==> config.mk <==
export PLATFORM = sky130hd
export DESIGN_NAME = rh_exec
export DESIGN_NICKNAME = d
export VERILOG_FILES = /design/src/rtl/rh_pkg.sv /design/src/rtl/rh_decode.sv /design/src/rtl/rh_ea_gen.sv /design/src/rtl/rh_exec.sv
export SDC_FILE = /design/constraint.sdc
export NUM_CORES = 1
export LEC_CHECK = 0
export ABC_AREA = 1
export CAP_MARGIN = 20
export CELL_PAD_IN_SITES_DETAIL_PLACEMENT = 1
export CELL_PAD_IN_SITES_GLOBAL_PLACEMENT = 2
export CORE_AREA = 2 2 244 246
export DETAILED_ROUTE_END_ITERATION = 8
export DIE_AREA = 0 0 246 248
export DONT_BUFFER_PORTS = 1
export PLACE_DENSITY_LB_ADDON = 0.1
export REMOVE_ABC_BUFFERS = 1
export SETUP_SLACK_MARGIN = 0.2
export SYNTH_ARGS = -nofsm -noshare
export SYNTH_HDL_FRONTEND = slang
export SYNTH_SLANG_ARGS = --single-unit
==> constraint.sdc <==
create_clock -name clk_i -period 2.37 [get_ports clk_i]
set_clock_uncertainty 0.2 [all_clocks]
set_input_delay 0.1185 -clock clk_i [delete_from_list [all_inputs] [get_ports clk_i]]
set_output_delay 0.1185 -clock clk_i [all_outputs]
set_load 0.005 [all_outputs]
==> src/rtl/rh_pkg.sv <==
package rh_pkg;
  localparam int unsigned XLEN = 64;
  localparam int unsigned ILEN = 32;
  localparam int unsigned DISP_W = 6;
  localparam int unsigned DISP_SHIFT = 3;
  localparam logic [5:0] OPC_X = 6'd31;
  localparam logic [9:0] XO_HSTORE = 10'b1011010010;
  localparam logic [9:0] XO_HCHECK = 10'b1011110010;

  typedef enum logic [1:0] {ST_IDLE, ST_DIG, ST_MEM} state_e;
endpackage

==> src/rtl/rh_decode.sv <==
module rh_decode
  import rh_pkg::*;
(
  input  logic [ILEN-1:0]   instr_i,
  output logic              hit_o,
  output logic              store_o,
  output logic              ra_zero_o,
  output logic [DISP_W-1:0] disp_o
);
  logic unused_rb;
  logic [9:0] xo;

  assign unused_rb = ^instr_i[15:11];
  assign xo        = instr_i[10:1];
  assign store_o   = (xo == XO_HSTORE);
  assign hit_o     = (instr_i[31:26] == OPC_X) && (store_o || xo == XO_HCHECK);
  assign ra_zero_o = (instr_i[20:16] == 5'd0);
  // top bit of the split field sits in the last instruction bit
  assign disp_o    = {instr_i[0], instr_i[25:21]};
endmodule

==> src/rtl/rh_ea_gen.sv <==
module rh_ea_gen #(
  parameter int unsigned XLEN = 64,
  parameter int unsigned DISP_W = 6,
  parameter int unsigned DISP_SHIFT = 3
) (
  input  logic [XLEN-1:0]   base_i,
  input  logic [DISP_W-1:0] disp_i,
  output logic [XLEN-1:0]   ea_o
);
  localparam int unsigned TOP_W = XLEN - DISP_W - DISP_SHIFT;
  localparam logic [XLEN-1:0] NEG_BASE = {XLEN{1'b1}} << (DISP_W + DISP_SHIFT);

  logic [XLEN-1:0] disp_ext;

  assign disp_ext = NEG_BASE | {{TOP_W{1'b0}}, disp_i, {DISP_SHIFT{1'b0}}};
  assign ea_o     = base_i + disp_ext;
endmodule

==> src/rtl/rh_exec.sv <==
module rh_exec
  import rh_pkg::*;
(
  input  logic            clk_i,
  input  logic            rst_ni,
  input  logic            feat_en_i,
  input  logic            instr_valid_i,
  input  logic [ILEN-1:0] instr_i,
  input  logic [XLEN-1:0] ra_val_i,
  input  logic [XLEN-1:0] rb_val_i,
  output logic            busy_o,
  output logic            done_o,
  output logic            illegal_o,
  output logic            trap_o,
  output logic [XLEN-1:0] trap_addr_o,
  output logic            dig_req_o,
  output logic [XLEN-1:0] dig_a_o,
  output logic [XLEN-1:0] dig_b_o,
  input  logic            dig_ack_i,
  input  logic [XLEN-1:0] dig_val_i,
  output logic            mem_req_o,
  output logic            mem_we_o,
  output logic [XLEN-1:0] mem_addr_o,
  output logic [XLEN-1:0] mem_wdata_o,
  input  logic            mem_ack_i,
  input  logic [XLEN-1:0] mem_rdata_i
);
  state_e            state_q;
  logic              dec_hit, dec_store, dec_ra_zero;
  logic [DISP_W-1:0] dec_disp;
  logic [XLEN-1:0]   ea_d;
  logic              store_q, done_q, illegal_q, trap_q;
  logic [XLEN-1:0]   ea_q, a_q, b_q, dig_q, taddr_q;

  rh_decode i_decode (
    .instr_i   (instr_i),
    .hit_o     (dec_hit),
    .store_o   (dec_store),
    .ra_zero_o (dec_ra_zero),
    .disp_o    (dec_disp)
  );

  rh_ea_gen #(
    .XLEN       (XLEN),
    .DISP_W     (DISP_W),
    .DISP_SHIFT (DISP_SHIFT)
  ) i_ea_gen (
    .base_i (ra_val_i),
    .disp_i (dec_disp),
    .ea_o   (ea_d)
  );

  always_ff @(posedge clk_i or negedge rst_ni) begin
    if (!rst_ni) begin
      state_q   <= ST_IDLE;
      store_q   <= 1'b0;
      done_q    <= 1'b0;
      illegal_q <= 1'b0;
      trap_q    <= 1'b0;
      ea_q      <= '0;
      a_q       <= '0;
      b_q       <= '0;
      dig_q     <= '0;
      taddr_q   <= '0;
    end else begin
      done_q    <= 1'b0;
      illegal_q <= 1'b0;
      trap_q    <= 1'b0;
      unique case (state_q)
        ST_IDLE: begin
          if (instr_valid_i && dec_hit) begin
            if (!feat_en_i) begin
              done_q <= 1'b1;
            end else if (dec_ra_zero) begin
              done_q    <= 1'b1;
              illegal_q <= 1'b1;
            end else begin
              state_q <= ST_DIG;
              store_q <= dec_store;
              ea_q    <= ea_d;
              a_q     <= ra_val_i;
              b_q     <= rb_val_i;
            end
          end
        end
        ST_DIG: begin
          if (dig_ack_i) begin
            dig_q   <= dig_val_i;
            state_q <= ST_MEM;
          end
        end
        ST_MEM: begin
          if (mem_ack_i) begin
            state_q <= ST_IDLE;
            done_q  <= 1'b1;
            if (!store_q && mem_rdata_i != dig_q) begin
              trap_q  <= 1'b1;
              taddr_q <= ea_q;
            end
          end
        end
        default: state_q <= ST_IDLE;
      endcase
    end
  end

  assign busy_o      = (state_q != ST_IDLE);
  assign done_o      = done_q;
  assign illegal_o   = illegal_q;
  assign trap_o      = trap_q;
  assign trap_addr_o = taddr_q;
  assign dig_req_o   = (state_q == ST_DIG);
  assign dig_a_o     = a_q;
  assign dig_b_o     = b_q;
  assign mem_req_o   = (state_q == ST_MEM);
  assign mem_we_o    = store_q;
  assign mem_addr_o  = ea_q;
  assign mem_wdata_o = dig_q;
endmodule

==> flow_summary.json <==
{
  "grt_usage_pct": 21.2,
  "drv_slew": 0,
  "htree_levels": 2,
  "layout.nets": 2652,
  "synth_ff_type": "dfrtp_1",
  "gp_congestion": 0.806,
  "setup.worst_path.start_class": "primary input",
  "avgSynthCellArea_um2": 7.73,
  "drv_cap": 0,
  "slew_headroom_pct": 24.6,
  "first_pass_iters": 5,
  "crit_type": "primary input to flip-flop",
  "postRouteAntennaNets": 0,
  "grt_use_met1_pct": 24.0,
  "power_density_nw_per_um2": 604,
  "ys_ff_latch": 323,
  "layout-drive-gt1-share_pct": 11.6,
  "layout_common_cells": "677 x nand2_1, 319 x dfrtp_1, 282 x dlygate4sd3_1, 244 x nor2_1, 217 x inv_1",
  "die_w_um": 246,
  "grt_pass1_wl_um": 97700,
  "synthCells": 2016,
  "start_util_pct": 26.7,
  "rsz0062_at_grt": "yes",
  "clkLatencyLatePin_ns": 0.57,
  "clockRootBuffer": "clkbuf_16",
  "synth_async_sr_flop_share_pct": 100,
  "synth_top_cell_by_area": "dfrtp_1",
  "cts_buffers": 43,
  "final_common_cell": "nand2_1",
  "syn_area_um2": 15600,
  "stdcell_count": 3163,
  "rows": 89,
  "yosysSeqAreaShare_pct": 51.9,
  "cts_tree": "yes",
  "cp.arrival_ns": 2.43,
  "busiest_layer": "met2",
  "die_h_um": 248,
  "path_clk_slew_ns": 0.06,
  "antenna_found_initial": 10,
  "violations": "hold timing",
  "met3_usage_pct": 6.92,
  "holdCritPathClass": "primary input to async pin",
  "hold_violations": 324,
  "finalCriticalPeriod_ns": 2.14,
  "synth_top_area_share_pct": 51.9,
  "die_area_um2": 61000,
  "max_freq_ghz": 0.468,
  "place.port_buffers": 0,
  "ys_types": 33,
  "drt_iter0_drc": 561,
  "ir_drop_mv": 0.467,
  "dp_cells": 2781,
  "hold_slack_ns": -0.952,
  "met2_usage_pct": 37.9,
  "area_growth_pct": 39.4,
  "crit_fanout": 56,
  "clock-sinks": 323,
  "grt_start_max_net_pins": 324,
  "core_um2": 58500,
  "setup_viol": 0,
  "wl_per_cell_um": 22.0,
  "drc": 0,
  "num_vias": 14500,
  "grt_pass1_vias": 15400,
  "worstMarginPinSlew_ns": 1.13,
  "drt_wl_total_um": 69500,
  "grt.overflow.total": 0,
  "synth_warnings": 0,
  "synth_edf_count": 0,
  "leakagePower_nw": 11.3,
  "status": "finished with violations",
  "critPathRequiredTime_ns": 2.66,
  "timing.final.crit_share_pct": 90.2,
  "synth.area.top_cells": "dfrtp_1 52%, nand2_1 18%, nor2_1 6.2%",
  "clk_path_buf_depth": 3,
  "avgViaCountPerCell": 4.58,
  "hpwl_um": 48900,
  "cts_hold_buf": 283,
  "worst_setup_path_end_kind": "flip-flop",
  "io_pins": 621
}
## critical path, cell delays in order
cell,delay (ns)
dlygate4sd3_1,0.56
nor3_2,0.12
dlygate4sd3_1,0.57
nand2_1,0.07
nand2_1,0.12
nor2_4,0.05
buf_12,0.14
inv_6,0.15
buf_12,0.25
nand2_1,0.12
nand2_1,0.10
## sequential cells by signal, indices dropped and copies added, names as in the netlist
name         cells
dig_a_o         61
dig_b_o         64
done_o           1
illegal_o        1
mem_addr_o      64
mem_wdata_o     64
mem_we_o         1
state_q          2
trap_addr_o     64
trap_o           1
## cells by family after synthesis
| group | count (synthesis) | synth area share, % |
|---|---|---|
| flops | 323 | 51.9 |
| xor+xnor | 32 | 1.80 |
| buf+inv | 299 | 8.00 |
| fa+ha+maj | 7 | 0.610 |
| simple gates | 1205 | 31.3 |
| mux | 39 | 2.82 |
| compound gates | 111 | 3.60 |
## where the power goes
group / internal [W] / total (W) / switching [W]
Sequential: 0.00558 / 0.00565 / 0.0000722
Combinational: 0.000519 / 0.000964 / 0.000445
Clock: 0.00382 / 0.00651 / 0.00269
## synthesized netlist by cell type (all sizes together) (2+ instances only)
library cell	count
nor3	30
or2	2
nor4	2
and2	3
clkbuf	21
mux2	39
nand4	13
nand3b	8
xor2	30
buf	55
xnor2	2
dfrtp	323
a21oi	34
inv	223
ha	6
nor2	260
o31ai	2
o21ai	75
nand3	154
nand2	732
## routing by layer
layer  share of wire [%]  vias to the layer above  routed length, um
met1                  39                     7032              27200
met4                 2.4                       12               1650
li1                    -                     6902                  -
met3                 7.6                      100               5250
met5                0.11                        -                 74
met2                  51                      432              35300
## per-stage QoR
stage | worst slack (ns) | TNS [ns] | cell area [um2] | power, W | utilization (%)
after global routing | 0.101 | 0 | 21700 | 0.0137 | 37.2
final | 0.231 | 0 | 21700 | 0.0131 | 37.2
after CTS | 0.226 | 0 | 21100 | 0.0133 | 36.0
after floorplan | -2.76 | -648.15 | 15200 | 0.00607 | -
after detailed placement | 0.0183 | 0 | 16800 | 0.00625 | 28.8
after global placement | 0.0250 | 0 | 16800 | 0.00624 | 28.8
## worst paths after layout
| kind | depth (start not counted) | endpoint | slack [ns] | startpoint |
|---|---|---|---|---|
| max | 11 | dig_b_o[43]$_DFFE_PN0P_ | 0.23 | instr_i[20] |
| min | 0 | mem_wdata_o[51]$_DFFE_PN0P_ | -0.95 | rst_ni |
| max reg2reg | 12 | trap_addr_o[28]$_DFFE_PN0P_ | 0.24 | mem_wdata_o[44]$_DFFE_PN0P_ |
| min reg2reg | 2 | trap_addr_o[18]$_DFFE_PN0P_ | 0.30 | trap_addr_o[18]$_DFFE_PN0P_ |
| max in group asynchronous | 0 | mem_addr_o[59]$_DFFE_PN0P_ | 1.98 | rst_ni |
| min in group clk_i | 7 | mem_addr_o[10]$_DFFE_PN0P_ | -0.02 | ra_val_i[9] |
## timing repair
action                     in CTS  in global routing
setup endpoints to repair      42                148
cloned                          0                 12
resized for setup               2                105
pin swaps                       0                 15
setup buffers                   0                  3
hold endpoints to repair      582                323
## final cells by class
class,instances,area (um2)
Antenna cell,4,10.0
Clock buffer,63,1220
Clock inverter,17,166
Fill cell,6882,36700
Inverter,223,842
Multi-Input combinational cell,1395,6620
Sequential cell,323,8090
Tap cell,773,967
Timing Repair Buffer,365,3820
No activity file was read; power rests on OpenSTA's default activity.
